==> src/rtl/igate_pkg.sv <==
package igate_pkg;

    localparam int VEC_W  = 8;
    localparam int LIM_W  = 16;
    localparam int ERR_W  = 16;
    localparam int SEL_W  = 16;
    localparam int OFF_W  = 64;
    localparam int IST_W  = 3;
    localparam int DESC_W = 128;
    localparam int ADDR_W = VEC_W + 4;   // room for vector * 16 + 15

    // descriptor field positions
    localparam int F_OFF0_LO = 0;
    localparam int F_SEL_LO  = 16;
    localparam int F_IST_LO  = 32;
    localparam int F_TYPE_LO = 40;
    localparam int F_DPL_LO  = 45;
    localparam int F_P       = 47;
    localparam int F_OFF1_LO = 48;
    localparam int F_OFF2_LO = 64;

    localparam logic [3:0] GT_TASK   = 4'h5;
    localparam logic [3:0] GT_INT16  = 4'h6;
    localparam logic [3:0] GT_TRAP16 = 4'h7;
    localparam logic [3:0] GT_INT    = 4'hE;
    localparam logic [3:0] GT_TRAP   = 4'hF;

    typedef enum logic [1:0] {
        SRC_EXT  = 2'd0,
        SRC_NUM  = 2'd1,
        SRC_BRK  = 2'd2,
        SRC_OVF  = 2'd3
    } src_e;

    typedef enum logic [1:0] {
        MODE_REAL = 2'd0,
        MODE_PROT = 2'd1,
        MODE_LONG = 2'd2,
        MODE_RSVD = 2'd3
    } mode_e;

    typedef enum logic [1:0] {
        KIND_FAULT = 2'd0,
        KIND_TASK  = 2'd1,
        KIND_GATE  = 2'd2
    } kind_e;

    typedef enum logic [1:0] {
        FLT_GP = 2'd0,
        FLT_NP = 2'd1,
        FLT_UD = 2'd2
    } fault_e;

    typedef enum logic [1:0] {
        ST_IDLE = 2'd0,
        ST_REQ  = 2'd1,
        ST_WAIT = 2'd2
    } state_e;

    typedef struct packed {
        logic [VEC_W-1:0] vector;
        src_e             src;
        mode_e            mode;
        logic [1:0]       cpl;
        logic [LIM_W-1:0] limit;
    } ctx_t;

    typedef struct packed {
        kind_e            kind;
        fault_e           fault;
        logic             err_vld;
        logic [ERR_W-1:0] err;
        logic [SEL_W-1:0] sel;
        logic [OFF_W-1:0] off;
        logic             ist_vld;
        logic [IST_W-1:0] ist;
    } res_t;

    // log2 of entry size per mode; the reserved mode behaves as protected
    function automatic int unsigned entry_shift(mode_e m);
        case (m)
            MODE_REAL: return 2;
            MODE_LONG: return 4;
            default:   return 3;
        endcase
    endfunction

    function automatic logic is_soft(src_e s);
        return s != SRC_EXT;
    endfunction

endpackage

==> src/rtl/igate_addr.sv <==
module igate_addr
    import igate_pkg::*;
(
    input  ctx_t              ctx,
    output logic [ADDR_W-1:0] addr,
    output logic              limit_ok
);
    int unsigned       sh;
    logic [ADDR_W-1:0] last;
    logic              unused_ctx;

    assign unused_ctx = ^{ctx.src, ctx.cpl};

    always_comb begin
        sh   = entry_shift(ctx.mode);
        addr = ADDR_W'(ctx.vector) << sh;
        last = addr + ADDR_W'((32'd1 << sh) - 32'd1);
        if (ctx.mode == MODE_REAL)
            limit_ok = 1'b1;
        else
            limit_ok = (32'(last) <= 32'(ctx.limit));
    end
endmodule

==> src/rtl/igate_eval.sv <==
module igate_eval
    import igate_pkg::*;
(
    input  ctx_t              ctx,
    input  logic [ADDR_W-1:0] addr,
    input  logic              limit_ok,
    input  logic [DESC_W-1:0] desc,
    output res_t              res
);
    logic [3:0]       dtype;
    logic [1:0]       dpl;
    logic             present;
    logic             is_long;
    logic             type_ok;
    logic             ext;
    logic [ERR_W-1:0] err_base;
    logic [ERR_W-1:0] err_ext;
    logic [IST_W-1:0] ist_f;
    logic             unused_bits;

    assign unused_bits = ^{desc[DESC_W-1:F_OFF2_LO+32], desc[F_TYPE_LO-1:F_IST_LO+IST_W],
                           desc[F_TYPE_LO+4], ctx.limit};

    always_comb begin
        dtype    = desc[F_TYPE_LO +: 4];
        dpl      = desc[F_DPL_LO +: 2];
        present  = desc[F_P];
        ist_f    = desc[F_IST_LO +: IST_W];
        is_long  = (ctx.mode == MODE_LONG);
        ext      = (ctx.src == SRC_EXT);
        err_base = ERR_W'(addr) + ERR_W'(2);
        err_ext  = err_base | ERR_W'(ext);
        if (is_long)
            type_ok = (dtype == GT_INT) || (dtype == GT_TRAP);
        else
            type_ok = (dtype == GT_TASK) || (dtype == GT_INT16) || (dtype == GT_TRAP16) ||
                      (dtype == GT_INT) || (dtype == GT_TRAP);

        res       = '0;
        res.kind  = KIND_FAULT;
        res.fault = FLT_GP;
        if (ctx.mode == MODE_REAL) begin
            res.kind = KIND_GATE;
            res.sel  = desc[F_SEL_LO +: SEL_W];
            res.off  = OFF_W'(desc[F_OFF0_LO +: 16]);
        end else if (!limit_ok || !type_ok) begin
            res.err_vld = 1'b1;
            res.err     = err_ext;
        end else if (is_long && ctx.src == SRC_OVF) begin
            res.fault = FLT_UD;
        end else if (is_soft(ctx.src) && (dpl < ctx.cpl)) begin
            res.err_vld = 1'b1;
            res.err     = err_base;
        end else if (!present) begin
            res.fault   = FLT_NP;
            res.err_vld = 1'b1;
            res.err     = err_ext;
        end else if (dtype == GT_TASK) begin
            res.kind = KIND_TASK;
            res.sel  = desc[F_SEL_LO +: SEL_W];
        end else begin
            res.kind = KIND_GATE;
            res.sel  = desc[F_SEL_LO +: SEL_W];
            if (is_long) begin
                res.off     = {desc[F_OFF2_LO +: 32], desc[F_OFF1_LO +: 16], desc[F_OFF0_LO +: 16]};
                res.ist_vld = (ist_f != '0);
                res.ist     = ist_f;
            end else begin
                res.off = OFF_W'({desc[F_OFF1_LO +: 16], desc[F_OFF0_LO +: 16]});
            end
        end
    end
endmodule

==> src/rtl/igate_check.sv <==
module igate_check
    import igate_pkg::*;
(
    input  logic              clk,
    input  logic              rst,
    input  logic              req_valid,
    output logic              req_ready,
    input  logic [VEC_W-1:0]  req_vector,
    input  logic [1:0]        req_src,
    input  logic [1:0]        req_mode,
    input  logic [1:0]        req_cpl,
    input  logic [LIM_W-1:0]  req_limit,
    output logic              rd_valid,
    input  logic              rd_ready,
    output logic [ADDR_W-1:0] rd_addr,
    input  logic              rd_resp_valid,
    input  logic [DESC_W-1:0] rd_resp_data,
    output logic              res_valid,
    output logic [1:0]        res_kind,
    output logic [1:0]        res_fault,
    output logic              res_err_vld,
    output logic [ERR_W-1:0]  res_err_code,
    output logic [SEL_W-1:0]  res_sel,
    output logic [OFF_W-1:0]  res_off,
    output logic              res_ist_vld,
    output logic [IST_W-1:0]  res_ist
);
    state_e            state;
    ctx_t              ctx_live, ctx_hold, ctx_cur;
    logic [ADDR_W-1:0] addr;
    logic              lim_ok;
    logic              accept;
    res_t              eval_res, res_q;

    always_comb begin
        ctx_live.vector = req_vector;
        ctx_live.src    = src_e'(req_src);
        ctx_live.mode   = mode_e'(req_mode);
        ctx_live.cpl    = req_cpl;
        ctx_live.limit  = req_limit;
    end

    assign ctx_cur   = (state == ST_IDLE) ? ctx_live : ctx_hold;
    assign req_ready = (state == ST_IDLE);
    assign accept    = req_valid && req_ready;
    assign rd_valid  = (state == ST_REQ);
    assign rd_addr   = addr;

    igate_addr u_addr (
        .ctx      (ctx_cur),
        .addr     (addr),
        .limit_ok (lim_ok)
    );

    igate_eval u_eval (
        .ctx      (ctx_cur),
        .addr     (addr),
        .limit_ok (lim_ok),
        .desc     (rd_resp_data),
        .res      (eval_res)
    );

    always_ff @(posedge clk) begin
        if (rst) begin
            state     <= ST_IDLE;
            ctx_hold  <= '0;
            res_q     <= '0;
            res_valid <= 1'b0;
        end else begin
            res_valid <= 1'b0;
            case (state)
                ST_IDLE: if (accept) begin
                    ctx_hold <= ctx_live;
                    if (!lim_ok) begin
                        res_q     <= eval_res;
                        res_valid <= 1'b1;
                    end else begin
                        state <= ST_REQ;
                    end
                end
                ST_REQ: if (rd_ready) state <= ST_WAIT;
                ST_WAIT: if (rd_resp_valid) begin
                    res_q     <= eval_res;
                    res_valid <= 1'b1;
                    state     <= ST_IDLE;
                end
                default: state <= ST_IDLE;
            endcase
        end
    end

    assign res_kind     = res_q.kind;
    assign res_fault    = res_q.fault;
    assign res_err_vld  = res_q.err_vld;
    assign res_err_code = res_q.err;
    assign res_sel      = res_q.sel;
    assign res_off      = res_q.off;
    assign res_ist_vld  = res_q.ist_vld;
    assign res_ist      = res_q.ist;

    // reset leaves the block idle with no result
    a_r1_reset_idle: assert property (@(posedge clk)
        rst |=> (!res_valid && req_ready && !rd_valid));

    // a limit failure answers at once without any read
    a_r4_no_read_on_limit: assert property (@(posedge clk) disable iff (rst)
        (accept && !lim_ok) |=> (res_valid && !rd_valid && req_ready));

    // the read offset is a multiple of the entry size of the held mode
    a_r2_addr_aligned: assert property (@(posedge clk) disable iff (rst)
        rd_valid |-> ((ctx_hold.mode == MODE_REAL) ? (rd_addr[1:0] == 2'b0) :
                      (ctx_hold.mode == MODE_LONG) ? (rd_addr[3:0] == 4'b0) :
                                                     (rd_addr[2:0] == 3'b0)));

    // no new request is taken while a read is outstanding
    a_r12_busy_refuses: assert property (@(posedge clk) disable iff (rst)
        (rd_valid || state == ST_WAIT) |-> !req_ready);

    // the invalid-opcode fault carries no error code
    a_r10_ud_no_code: assert property (@(posedge clk) disable iff (rst)
        (res_valid && res_kind == 2'd0 && res_fault == 2'd2) |-> !res_err_vld);

    // a stack index only accompanies a gate dispatch and is non-zero
    a_r11_ist_on_gate: assert property (@(posedge clk) disable iff (rst)
        (res_valid && res_ist_vld) |-> (res_kind == 2'd2 && res_ist != '0));

    // a result pulse never coincides with an outstanding read
    a_r12_result_when_free: assert property (@(posedge clk) disable iff (rst)
        res_valid |-> (state == ST_IDLE));
endmodule

==> config.mk <==
export PLATFORM = sky130hd
export DESIGN_NAME = igate_check
export DESIGN_NICKNAME = d
export VERILOG_FILES = /design/src/rtl/igate_pkg.sv /design/src/rtl/igate_addr.sv /design/src/rtl/igate_eval.sv /design/src/rtl/igate_check.sv
export SDC_FILE = /design/constraint.sdc
export NUM_CORES = 1
export LEC_CHECK = 0
export BUFFER_PORTS_ARGS = -buffer_cell sky130_fd_sc_hd__clkbuf_2
export CAP_MARGIN = 20
export CORE_ASPECT_RATIO = 1.4
export CORE_MARGIN = 2
export CORE_UTILIZATION = 30
export DETAILED_ROUTE_END_ITERATION = 8
export GPL_TIMING_DRIVEN = 0
export SYNTH_ARGS = -nofsm -noshare
export SYNTH_HDL_FRONTEND = slang
export SYNTH_HIERARCHICAL = 1
export SYNTH_SLANG_ARGS = --single-unit
export TNS_END_PERCENT = 20
==> constraint.sdc <==
create_clock -name clk -period 6.8 [get_ports clk]
set_clock_uncertainty 0.1 [all_clocks]
set_input_delay 1.36 -clock clk [delete_from_list [all_inputs] [get_ports clk]]
set_output_delay 1.36 -clock clk [all_outputs]
set_load 0.02 [all_outputs]
==> flow_metrics.tcl <==
set metrics [dict create \
    ctsRootBufferMaster "clkbuf_16" \
    synth_edf_count 0 \
    powerDensity_nw_per_um2 245 \
    first_global_vias 7235 \
    max-cap-violations 0 \
    timing.final.crit_share 0.923 \
    syn2layout_area_growth_pct 27.8 \
    timing.hold.ws_ns 0.353 \
    htree_levels 4 \
    worstReg2RegEnd "res_off[7]$_SDFFE_PP0P_" \
    finalSetupViolCount 0 \
    worstReg2RegStart "state[0]$_SDFFE_PP0P_" \
    die_x_microns 147 \
    finalWirelength_microns 25200 \
    core_sq_um 28200 \
    status "finished, final reports clean" \
    worstSetupStartpointType "flip-flop" \
    grt_setup_unrepaired "false" \
    avgSynthCellArea_sq_um 8.86 \
    die_h_microns 204 \
    hpwl_microns 19900 \
    grt_pass1_wl_microns 39800 \
    ys_warn_count 6 \
    fin_crit_ns 6.28 \
    diodes 0 \
    viasPerCell 4.47 \
    nFillCells 2944 \
    rows 73 \
    endpoint_kind "flip-flop" \
    slew_headroom 0.381 \
    p_switching_mw 0.875 \
    p_int_mw 1.80 \
    antenna_left 0 \
    pwr-share-seq 0.315 \
    grt_usage 0.169 \
    max_freq_ghz 0.159 \
    wl_per_cell_microns 15.5 \
    vias 7281 \
    cp_data_required_time_ns 7.05 \
    worstMarginPinSlew_ns 0.921 \
    drt_iter0_markers 211 \
    ys_async_sr_fraction 0 \
    reg2regPathDepth 24 \
    seqCellArea_sq_um 2760 \
    drive_above_1_share 0.297 \
    seq_area_frac_synth 0.323 \
    hold_viol 0 \
    grt-ovfl-total 0 \
    synth.distinct_cells 58 \
    insertion_delay_ns 0.43 \
    numCtsBuffers 17 \
    final_net_count 1434 \
    ctsHoldBuffers 0 \
    ir_drop_uv 157 \
    clk_pin_slew_ns 0.07 \
    drv_slew 0 \
    multi_input_area_sq_um 5300 \
    io-pin-count 283 \
    drc 0 \
    final_cells 1628 \
    worstHoldStart "ctx_hold[0]$_SDFFE_PP0P_" \
    start_util 0.303 \
    r2r_setup_slack_ns 0.52 \
    drt_pass1_iterations 4 \
    p_comb_frac 0.309 \
    gp_congestion 0.786 \
    synth_cells 967 \
    hold_end "ctx_hold[0]$_SDFFE_PP0P_" \
    ys.flop_type "dfxtp_1" \
    hold_class "reg -> reg" \
    die_area_sq_um 29900 \
    grt_max_degree 17 \
    critPathKind "reg -> reg" \
    critical_path.max_fanout 10 \
    sw_frac_of_total 0.327 \
    final_util 0.388 \
    arrival_ns 6.53 \
    io_buffers 241 \
    holdPathStages 2 \
    dp_cells 1592 \
    synth_area_sq_um 8570 \
    final_common_cell "clkbuf_2" \
    p_leak_nw 4.62 \
    cts_tree "built" \
    numClockSinks 138 \
    synth-seq-cells 138 \
    final_cell_mix "clkbuf_2 (241), nand2b_1 (212), dfxtp_1 (138)" \
    cts_buffer_depth 2 \
    antenna_found_initial 1 \
    clkPwrFrac 0.375 \
]
[worst max-delay path by stage]
| stage | start | endpoint | slack (ns) |
|---|---|---|---|
| 2_1_floorplan | req_mode[1] | res_ist_vld$_SDFFE_PP0P_ | 0.49 |
| 3_3_place_gp | req_mode[1] | res_kind[0]$_SDFFE_PP0P_ | -0.50 |
| 3_5_place_dp | req_mode[1] | res_kind[0]$_SDFFE_PP0P_ | -0.58 |
| 4_1_cts | state[0]$_SDFFE_PP0P_ | res_sel[9]$_SDFFE_PP0P_ | 0.11 |
| 5_1_grt | state[0]$_SDFFE_PP0P_ | res_off[7]$_SDFFE_PP0P_ | 0.06 |
| 6_report | state[0]$_SDFFE_PP0P_ | res_off[7]$_SDFFE_PP0P_ | 0.52 |
[state kept, by name (all words and copies together), names as in the netlist]
register,cells
ctx_hold,30
res_err_code,16
res_err_vld,1
res_fault,2
res_ist,3
res_ist_vld,1
res_kind,2
res_off,64
res_sel,16
res_valid,1
state,2
[critical path: stages (launching register included)]
cell      delay, ns
dfxtp_1        0.38
nor2_2         0.28
buf_2          0.32
mux2_2         0.47
buf_4          0.21
mux2i_1        0.12
o21ai_1        0.46
inv_1          0.09
ha_1           0.29
inv_1          0.04
ha_1           0.36
and3_1         0.20
o31ai_1        0.24
a21oi_1        0.08
xnor2_1        0.27
ha_1           0.31
a21oi_1        0.14
o21ai_0        0.10
o21ai_1        0.40
o211ai_4       0.25
o41ai_4        0.56
buf_6          0.22
and2_1         0.13
nand2b_1       0.05
mux2i_1        0.13
[power by group through the flow]
stage	combinational, mW	sequential (mW)	clock (mW)
after floorplan	0.594	0.871	0
after global placement	0.820	0.861	0
after detailed placement	0.828	0.863	0
after CTS	0.837	0.845	1.04
after global routing	0.924	0.847	1.07
final	0.828	0.845	1.01
[metrics by stage]
stage	total power [mW]	setup WS (ns)	instance area, sq um	setup TNS, ns
after floorplan	1.47	0.488	8600	0
after global placement	1.68	-0.496	10300	-34.27
after detailed placement	1.69	-0.580	10300	-41.15
after CTS	2.72	0.107	10900	0
after global routing	2.84	0.0587	10900	0
final	2.68	0.523	10900	0
[layer usage]
metal,part of all wire,track usage
met1,0.41,0.190
met2,0.53,0.319
met3,0.048,0.0353
met4,0.018,0.0506
met5,0.00052,0
[cells in the mapped netlist (5+ instances only)]
cell	instances	share of area
nand2b_1	212	0.15
dfxtp_1	138	0.32
mux2i_1	111	0.13
nand2_1	79	0.035
and2_1	67	0.049
a21oi_1	43	0.025
inv_1	43	0.019
clkbuf_1	35	0.015
ha_1	30	0.044
mux2_2	30	0.039
and3_1	19	0.014
buf_2	14	0.0082
nor2_1	13	0.0057
buf_6	11	0.014
xor2_1	11	0.011
nand3_1	10	0.0058
a211oi_2	9	0.013
buf_4	7	0.0061
xnor2_1	7	0.0072
nand4_1	6	0.0044
nor3_1	6	0.0035
o21ai_0	6	0.0035
o21a_1	5	0.0044
[layout make-up]
class,instances,area share
inverters,43,0.0147
clock buffers,18,0.0392
multi-input cells,728,0.484
flip-flops and latches,138,0.252
clock inverters,14,0.0178
repair buffers,245,0.114
well taps,375,0.0429
plain buffers,67,0.0345
[repair_timing]
item | 4_1_cts | 5_1_grt
buffers inserted | 0 | 4
endpoints found under the hold margin | 0 | 0
cloned | 0 | 0
setup endpoints to repair | 96 | 85
gates resized for setup | 2 | 2
pin swaps | 0 | 4
[kinds of logic (layout without fill, tap and decap cells)]
group / after synthesis / after routing / synth area share
simple gates: 437 / 437 / 0.299
mux: 141 / 141 / 0.169
flops: 138 / 138 / 0.323
buf+inv: 110 / 387 / 0.0630
compound gates: 89 / 89 / 0.0805
fa+ha+maj: 31 / 31 / 0.0462
xor+xnor: 18 / 18 / 0.0184
other cells: 3 / 12 / 0.00131
No activity file was read; power rests on OpenSTA's default activity.
